<file path="config.mk">
export PLATFORM = sky130hd
export DESIGN_NAME = osc_trim_ctrl
export DESIGN_NICKNAME = d
export VERILOG_FILES = /design/src/rtl/osc_trim_pkg.sv /design/src/rtl/otc_reload_seq.sv /design/src/rtl/otc_unlock_gate.sv /design/src/rtl/otc_readback.sv /design/src/rtl/osc_trim_ctrl.sv
export SDC_FILE = /design/constraint.sdc
export NUM_CORES = 1
export LEC_CHECK = 0
export ABC_AREA = 1
export ABC_CLOCK_PERIOD_IN_PS = 1990
export BUFFER_PORTS_ARGS = -buffer_cell sky130_fd_sc_hd__buf_2
export CAP_MARGIN = 15
export CORE_MARGIN = 4
export CORE_UTILIZATION = 38
export DETAILED_ROUTE_END_ITERATION = 8
export PLACE_DENSITY = 0.84
export SLEW_MARGIN = 15
export SYNTH_ARGS = -nofsm -noshare
export SYNTH_HDL_FRONTEND = slang
export SYNTH_HIERARCHICAL = 1
export SYNTH_SLANG_ARGS = --single-unit
</file>
<file path="constraint.sdc">
create_clock -name clk -period 1.99 [get_ports clk]
set_input_delay 0.0995 -clock clk [delete_from_list [all_inputs] [get_ports clk]]
set_output_delay 0.0995 -clock clk [all_outputs]
set_load 0.05 [all_outputs]
</file>
<file path="src/rtl/osc_trim_pkg.sv">
package osc_trim_pkg;

    localparam int ADDR_W   = 8;
    localparam int DATA_W   = 32;
    localparam int TRIM_W   = 8;
    localparam int KEY_W    = 8;
    localparam int FLAG_POS = 16;

    localparam logic [KEY_W-1:0]  UNLOCK_KEY = 8'hA5;
    localparam logic [ADDR_W-1:0] UNLOCK_OFS = 8'h00;
    localparam logic [ADDR_W-1:0] TRIM_OFS   = 8'h04;

    typedef enum logic [1:0] {
        SEQ_CHECK = 2'd0,
        SEQ_FETCH = 2'd1,
        SEQ_RUN   = 2'd2
    } seq_state_e;

    typedef struct packed {
        logic              en;
        logic [ADDR_W-1:0] addr;
        logic [DATA_W-1:0] data;
    } bus_wr_t;

    // key byte on top, target offset in the low byte
    function automatic logic key_matches(logic [DATA_W-1:0] d, logic [ADDR_W-1:0] target);
        return (d[DATA_W-1 -: KEY_W] == UNLOCK_KEY) && (d[ADDR_W-1:0] == target);
    endfunction

endpackage

</file>
<file path="src/rtl/otc_reload_seq.sv">
module otc_reload_seq
    import osc_trim_pkg::*;
(
    input  logic clk,
    input  logic por_rst,
    input  logic sys_rst,
    input  logic loaded_i,
    input  logic fuse_vld,
    output logic fuse_req,
    output logic fuse_take,
    output logic run
);

    seq_state_e state_q;
    logic       any_rst;

    assign any_rst = por_rst | sys_rst;

    always_ff @(posedge clk) begin
        if (any_rst) begin
            state_q <= SEQ_CHECK;
        end else begin
            unique case (state_q)
                SEQ_CHECK: state_q <= loaded_i ? SEQ_RUN : SEQ_FETCH;
                SEQ_FETCH: if (fuse_vld) state_q <= SEQ_RUN;
                SEQ_RUN:   state_q <= SEQ_RUN;
                default:   state_q <= SEQ_CHECK;
            endcase
        end
    end

    assign fuse_req  = (state_q == SEQ_FETCH);
    assign fuse_take = fuse_req && fuse_vld && !any_rst;
    assign run       = (state_q == SEQ_RUN) && !any_rst;


    fuse_req_held_chk: assert property (@(posedge clk) disable iff (any_rst)
        (fuse_req && !fuse_vld) |=> fuse_req);


    run_excludes_req_chk: assert property (@(posedge clk) disable iff (any_rst)
        fuse_take |=> run);

endmodule

</file>
<file path="src/rtl/otc_unlock_gate.sv">
module otc_unlock_gate
    import osc_trim_pkg::*;
(
    input  logic    clk,
    input  logic    rst,
    input  logic    enable,
    input  bus_wr_t wr,
    output logic    accept,
    output logic    prot_err
);

    logic armed_q;
    logic live_wr;
    logic hits_unlock;
    logic hits_trim;

    assign live_wr     = wr.en && enable;
    assign hits_unlock = live_wr && (wr.addr == UNLOCK_OFS);
    assign hits_trim   = live_wr && (wr.addr == TRIM_OFS);
    assign accept      = hits_trim && armed_q;

    always_ff @(posedge clk) begin
        if (rst) begin
            armed_q  <= 1'b0;
            prot_err <= 1'b0;
        end else begin
            prot_err <= hits_trim && !armed_q;
            if (live_wr) begin
                armed_q <= hits_unlock && key_matches(wr.data, TRIM_OFS);
            end
        end
    end


    err_needs_write_chk: assert property (@(posedge clk) disable iff (rst)
        prot_err |-> $past(wr.en));


    arm_used_once_chk: assert property (@(posedge clk) disable iff (rst)
        accept |=> !accept);

endmodule

</file>
<file path="src/rtl/otc_readback.sv">
module otc_readback
    import osc_trim_pkg::*;
#(
    parameter int TW = TRIM_W
) (
    input  logic [ADDR_W-1:0] rd_addr,
    input  logic [TW-1:0]     trim_i,
    input  logic              flag_i,
    output logic [DATA_W-1:0] rd_data
);

    always_comb begin
        rd_data = '0;
        if (rd_addr == TRIM_OFS) begin
            rd_data[TW-1:0]    = trim_i;
            rd_data[FLAG_POS]  = flag_i;
        end
    end

endmodule

</file>
<file path="src/rtl/osc_trim_ctrl.sv">
module osc_trim_ctrl
    import osc_trim_pkg::*;
(
    input  logic              clk,
    input  logic              por_rst,
    input  logic              sys_rst,
    output logic              fuse_req,
    input  logic              fuse_vld,
    input  logic [TRIM_W-1:0] fuse_trim,
    output logic              cpu_start_en,
    input  logic              wr_en,
    input  logic [ADDR_W-1:0] wr_addr,
    input  logic [DATA_W-1:0] wr_data,
    input  logic [ADDR_W-1:0] rd_addr,
    output logic [DATA_W-1:0] rd_data,
    output logic              prot_err,
    output logic [TRIM_W-1:0] trim,
    output logic              loaded
);

    logic [TRIM_W-1:0] trim_q;
    logic              loaded_q;
    logic              take;
    logic              run;
    logic              accept;
    bus_wr_t           bus;

    assign bus = '{en: wr_en, addr: wr_addr, data: wr_data};

    otc_reload_seq u_seq (
        .clk      (clk),
        .por_rst  (por_rst),
        .sys_rst  (sys_rst),
        .loaded_i (loaded_q),
        .fuse_vld (fuse_vld),
        .fuse_req (fuse_req),
        .fuse_take(take),
        .run      (run)
    );

    otc_unlock_gate u_gate (
        .clk     (clk),
        .rst     (por_rst | sys_rst),
        .enable  (run),
        .wr      (bus),
        .accept  (accept),
        .prot_err(prot_err)
    );

    otc_readback #(.TW(TRIM_W)) u_rd (
        .rd_addr(rd_addr),
        .trim_i (trim_q),
        .flag_i (loaded_q),
        .rd_data(rd_data)
    );

    always_ff @(posedge clk) begin
        if (por_rst) begin
            trim_q   <= '0;
            loaded_q <= 1'b0;
        end else if (take) begin
            trim_q   <= fuse_trim;
            loaded_q <= 1'b1;
        end else if (accept) begin
            trim_q   <= wr_data[TRIM_W-1:0];
        end
    end

    assign trim         = trim_q;
    assign loaded       = loaded_q;
    assign cpu_start_en = run;


    start_needs_flag_chk: assert property (@(posedge clk) disable iff (por_rst)
        cpu_start_en |-> loaded_q);


    flag_sticky_chk: assert property (@(posedge clk) disable iff (por_rst)
        !$fell(loaded_q));


    trim_guarded_chk: assert property (@(posedge clk) disable iff (por_rst)
        (!$past(take) && !$past(accept) && !$past(por_rst)) |-> $stable(trim_q));

endmodule

</file>
# Word-level counts from Yosys, hierarchy flattened
# Index checks and enable logic that the tools add are counted.
[word_totals] reg_bits=13 in_bits=61 out_inout_bits=44
[classes] eq_ne=7 muxes=7 n_bitwise=1 reduce_logical=15
[op_table] op="8-bit by 3-bit equality test with 1-bit output, second input constant" count=3
[op_table] op="8-bit two-way mux" count=3
[op_table] op="1-bit logical AND" count=10
[op_table] op="8-bit equality test, second input constant" count=1
[op_table] op="8-bit zero test" count=1
[op_table] op="2-bit case mux with 3 select lines" count=1
[op_table] op="2-bit two-way mux" count=2
[op_table] op="2-bit by 1-bit equality test with 1-bit output, second input constant" count=1
[op_table] op="2-bit equality test, second input constant" count=1
[op_table] op="1-bit zero test" count=2
[op_table] op="2-bit zero test" count=1
[op_table] op="2-bit != test, second input constant" count=1
[op_table] op="2-bit nonzero test" count=1
[op_table] op="1-bit two-way mux" count=1
[op_table] op="1-bit bitwise OR" count=1

# Depth between registers and ports, before layout
[logic_depth] depth_word=8 depth_mapped=14 depth_no_buf=13

# Hierarchy
# Netlist, hierarchy kept.
[by_module_without_submodules] module="osc_trim_ctrl" n_inst=1 cells_each=65 area_each_um2=480.5 seq_area_each_um2=180.2
[by_module_without_submodules] module="otc_readback" n_inst=1 cells_each=56 area_each_um2=299.0 seq_area_each_um2=0.0
[by_module_without_submodules] module="otc_reload_seq" n_inst=1 cells_each=29 area_each_um2=211.5 seq_area_each_um2=40.0
[by_module_without_submodules] module="otc_unlock_gate" n_inst=1 cells_each=44 area_each_um2=211.5 seq_area_each_um2=40.0

# Least setup slack after synthesis
# No wires, ideal clock.
[synth_timing] path_kind="flip-flop to flip-flop" startpoint="reg u_seq.state_q[0]" endpoint="reg trim_q[0] (netlist: trim[0])" arrival_time_ns=2.262 path_slack_ns=-0.381 path_stages_with_launch=15 path_buffers=1 synth_period_minus_slack_ns=2.371 path_cell_list="dfxtp_1 -> inv_1 -> ha_1 -> inv_1 -> nor2_1 -> nand2_1 -> nor3_1 -> nand4_1 -> nor2_1 -> buf_6 -> nor2_4 -> nand2_1 -> nand3_1 -> nand2_1 -> inv_1"
[synth_via] elab_chain_len=6
[synth_rtl] item="start, declared" line_no="otc_reload_seq.sv:14" source="seq_state_e state_q;"
[synth_rtl] item="start signal, assigned" line_no="otc_reload_seq.sv:24" source="SEQ_CHECK: state_q <= loaded_i ? SEQ_RUN : SEQ_FETCH;"
[synth_rtl] item="2-bit equality test" line_no="otc_reload_seq.sv:34" source="assign run = (state_q == SEQ_RUN) && !any_rst;"
[synth_rtl] item="1-bit logical AND" line_no="otc_reload_seq.sv:34"
[synth_rtl] item="via cpu_start_en" line_no="osc_trim_ctrl.sv:10" source="output logic cpu_start_en,"
[synth_rtl] item="1-bit logical AND" line_no="otc_unlock_gate.sv:17" source="assign live_wr = wr.en && enable;"
[synth_rtl] item="1-bit logical AND" line_no="otc_unlock_gate.sv:19" source="assign hits_trim = live_wr && (wr.addr == TRIM_OFS);"
[synth_rtl] item="1-bit logical AND" line_no="otc_unlock_gate.sv:20" source="assign accept = hits_trim && armed_q;"
[synth_rtl] item="via accept" line_no="osc_trim_ctrl.sv:25" source="logic accept;"
[synth_rtl] item="2-bit nonzero test (no line)"
[synth_rtl] item="end signal, assigned" line_no="osc_trim_ctrl.sv:62" source="trim_q <= fuse_trim;"
[synth_rtl] item="end signal, assigned" line_no="osc_trim_ctrl.sv:65" source="trim_q <= wr_data[TRIM_W-1:0];"
[synth_rtl] item="end, declared" line_no="osc_trim_ctrl.sv:21" source="logic [TRIM_W-1:0] trim_q;"
# The timed path passes the listed nets, and every way through them passes these cells.
# A chain may end at the register's enable or synchronous reset.

# Worst setup path in the final report
[layout_timing] startpoint="reg u_seq.state_q[0]" endpoint="reg trim_q[1] (netlist: trim[1])"
[layout_via] elab_chain_len=6
[layout_rtl] item="2-bit equality test" line_no="otc_reload_seq.sv:34"
[layout_rtl] item="1-bit logical AND" line_no="otc_reload_seq.sv:34"
[layout_rtl] item="1-bit logical AND" line_no="otc_unlock_gate.sv:17"
[layout_rtl] item="1-bit logical AND" line_no="otc_unlock_gate.sv:19"
[layout_rtl] item="1-bit logical AND" line_no="otc_unlock_gate.sv:20"
[layout_rtl] item="via accept" line_no="osc_trim_ctrl.sv:25"
[layout_rtl] item="2-bit nonzero test (no line)"
# The timed path passes the listed nets, and every way through them passes these cells.

==> flow_metrics.py <==
metrics = {
    "grt": {
        "grt_overflow": 0,
        "grt_first_pass_wirelength_mm": 4.31,
        "grt_pass1_vias": 1071,
        "track_usage": 0.126,
        "antenna_found_initial": 0,
        "grt_start_max_net_pins": 12,
    },
    "worst_setup_path": {
        "path_class": "flop to flop",
        "r2r_start": "u_seq/state_q[0]",
        "path_max_fanout": 9,
        "timing.rr.end": "trim[1]",
        "cp.required_ps": 2160,
        "r2r_cells": 14,
        "r2r_slack_ps": 180,
        "critPathLaunchType": "flop",
        "crit_start": "u_seq/state_q[0]",
        "endpoint": "trim[1]",
        "cp.arrival_ps": 1980,
        "crit_path_end_kind": "flop",
    },
    "placed_design": {
        "pre_cts_ws_ps": 170,
        "place_hpwl_mm": 2.35,
        "port_buffers": 65,
        "post_dp_cell_area_sq_um": 1510,
        "gp_congestion": 0.797,
    },
    "sta": {
        "drv_slew": 0,
        "timing.fmax_ghz": 0.554,
        "period_share": 0.908,
        "worst_slack_ps": 184,
        "fin_tns_setup_ps": 0,
        "rsz0062_at_grt": "false",
        "min_period_ps": 1810,
        "setup_viol": 0,
        "hold_viol": 0,
        "finClkSkew_ps": 2.66,
    },
    "synthesis": {
        "synth.distinct_cells": 20,
        "ys_seq_area_frac": 0.216,
        "netlist_instances": 194,
        "netlist_area_sq_um": 1200,
        "synth_top_area_frac": 0.216,
        "synth.avg_cell_area_sq_um": 6.20,
        "yosysWarningCount": 6,
        "yosysTopAreaCell": "dfxtp_1",
        "ys_seq_elements": 13,
        "synth_area_leaders": "dfxtp_1, buf_4, nand2_1",
    },
    "cells_and_area": {
        "design_area_sq_um": 1550,
        "nNetsFinal": 330,
        "antenna_cells": 0,
        "final_layout_size_suffix_gt1_frac": 0.357,
        "syn_to_final_growth_pct": 28.6,
        "fill_cells": 306,
    },
    "route": {
        "wl_mm": 2.74,
        "routedLengthMet1_mm": 1.03,
        "drc_errors": 0,
        "wl_per_cell_um": 8.93,
        "drtIter0Drc": 32,
        "wl_met3_um": 261,
        "top_layer": "met4",
        "met2WireLength_mm": 1.43,
        "vias": 1234,
        "ant_nets": 0,
        "dr.pass1.iters": 4,
        "vias_per_cell": 4.02,
    },
    "status": {
        "status": "finished clean",
    },
    "power": {
        "p_leak_nw": 0.907,
        "total_power_mw": 0.657,
        "pwr_density_cell_nw_per_um2": 425,
        "vdd_ir_drop_max_mv": 0.160,
    },
    "floorplanning": {
        "die_h_um": 64.3,
        "initial_core_util": 0.397,
        "fp.dieArea_sq_um": 4130,
        "core_area_sq_um": 3030,
        "ioPinCount": 105,
        "num_rows": 20,
        "die_w_um": 64.3,
    },
    "job": {
        "maxCapViolCount": 0,
    },
    "clock_tree": {
        "cts_tree": "built",
        "htreeDepth": 1,
        "clockRootBuffer": "clkbuf_4",
        "clock_sinks": 13,
        "clock_latency_ps": 270,
        "clock_path_buffers": 2,
        "postCtsSetupBuffers": 0,
        "cts-buffers-inserted": 3,
        "clk_pin_slew_ps": 80,
    },
    "worst_hold_path": {
        "hold_class": "input pin to flop",
    },
}
## registers in the layout, summed over array words and instances, names as in the netlist
register         count
trim                 8
loaded               1
u_gate/prot_err      1
u_seq/state_q        2
u_gate/armed_q       1
## repair_timing
| action | 4_1_cts | 5_1_grt |
|---|---|---|
| endpoints found under the setup margin | 0 | 5 |
| hold buffers | 0 | 0 |
| resized for setup | 0 | 2 |
## cell usage after synthesis
| library cell | count |
|---|---|
| dfxtp_1 | 13 |
| or2_4 | 1 |
| nand4_1 | 1 |
| nor2_1 | 26 |
| nor3_1 | 4 |
| inv_1 | 42 |
| buf_6 | 2 |
| nor3_2 | 1 |
| nand3_1 | 11 |
| a21oi_2 | 3 |
| or2_1 | 1 |
| conb_1 | 1 |
| nand3_2 | 8 |
| ha_1 | 5 |
| inv_6 | 1 |
| buf_4 | 23 |
| nand2_1 | 45 |
| inv_2 | 3 |
| nand2_2 | 2 |
| nor2_4 | 1 |
## stage by stage
| step | hold slack (ps) | instances | util |
|---|---|---|---|
| 3_5_place_dp | 329 | 303 | 0.500 |
| 2_1_floorplan | 172 | 216 | - |
| 5_1_grt | 40.1 | 307 | 0.511 |
| 6_report | 38.6 | 307 | 0.511 |
| 4_1_cts | 33.3 | 307 | 0.508 |
| 3_3_place_gp | 322 | 303 | 0.500 |
## layout by cell type, fill, tap and decap left out
cell type,count
dfxtp_1,13
clkbuf_1,1
nor3_2,2
conb_1,23
inv_2,3
nand3_1,11
nand2_1,45
nand4_1,1
or2_1,1
ha_1,5
or2_4,1
nor3_1,3
nand2_2,2
inv_1,42
buf_2,65
buf_4,2
clkbuf_4,3
nor2_4,2
inv_6,1
a21oi_2,3
nand3_2,8
buf_12,1
nor2_1,24
nor2_2,1
## final cells by class
type	instances	area [sq um]	share of cell area
multi-input combinational	132	667	0.431
timing repair buffer	68	360	0.233
sequential	13	260	0.168
inverter	46	178	0.115
tap	44	55.1	0.0356
clock buffer	4	26.3	0.0170
## critical path, stage by stage, from the launching register on
cell and delay, ps:
dfxtp_1 320, inv_1 90, ha_1 140, inv_1 60, nor2_4 100, nand2_1 90
nor3_2 110, nand4_1 160, nor2_2 180, buf_12 150, nor2_4 60, nand2_1 70
nand3_1 80, nand2_1 60, inv_1 30
## report_power, final
part           leakage (nW)  internal [mW]  total (mW)  switching, mW
sequential            0.105          0.265       0.268        0.00366
clock                0.0150         0.0774       0.164         0.0861
combinational         0.787         0.0575       0.225          0.167
## logic make-up (layout without fill, tap and decap cells)
group	after synthesis	count (layout)	share of synthesized area
simple gates	101	101	0.396
buf+inv	71	118	0.310
flops	13	13	0.216
fa+ha+maj	5	5	0.0520
compound gates	3	3	0.0219
other cells	1	23	0.00312
## layer usage
| layer | global-route usage | up-vias |
|---|---|---|
| met4 | 0.0343 | 0 |
| li1 | - | 661 |
| met2 | 0.238 | 51 |
| met3 | 0.0334 | 2 |
| met5 | 0 | - |
| met1 | 0.137 | 520 |
## worst min-delay path by stage
stage / from / to / slack, ps / cells past startpoint
3_3_place_gp: por_rst / loaded / 320 / 2
3_5_place_dp: por_rst / loaded / 330 / 2
5_1_grt: por_rst / loaded / 40 / 2
2_1_floorplan: por_rst / loaded / 170 / 1
4_1_cts: por_rst / loaded / 30 / 2
6_report: por_rst / loaded / 40 / 2
Note: power is estimated with default switching activity, not from simulation.
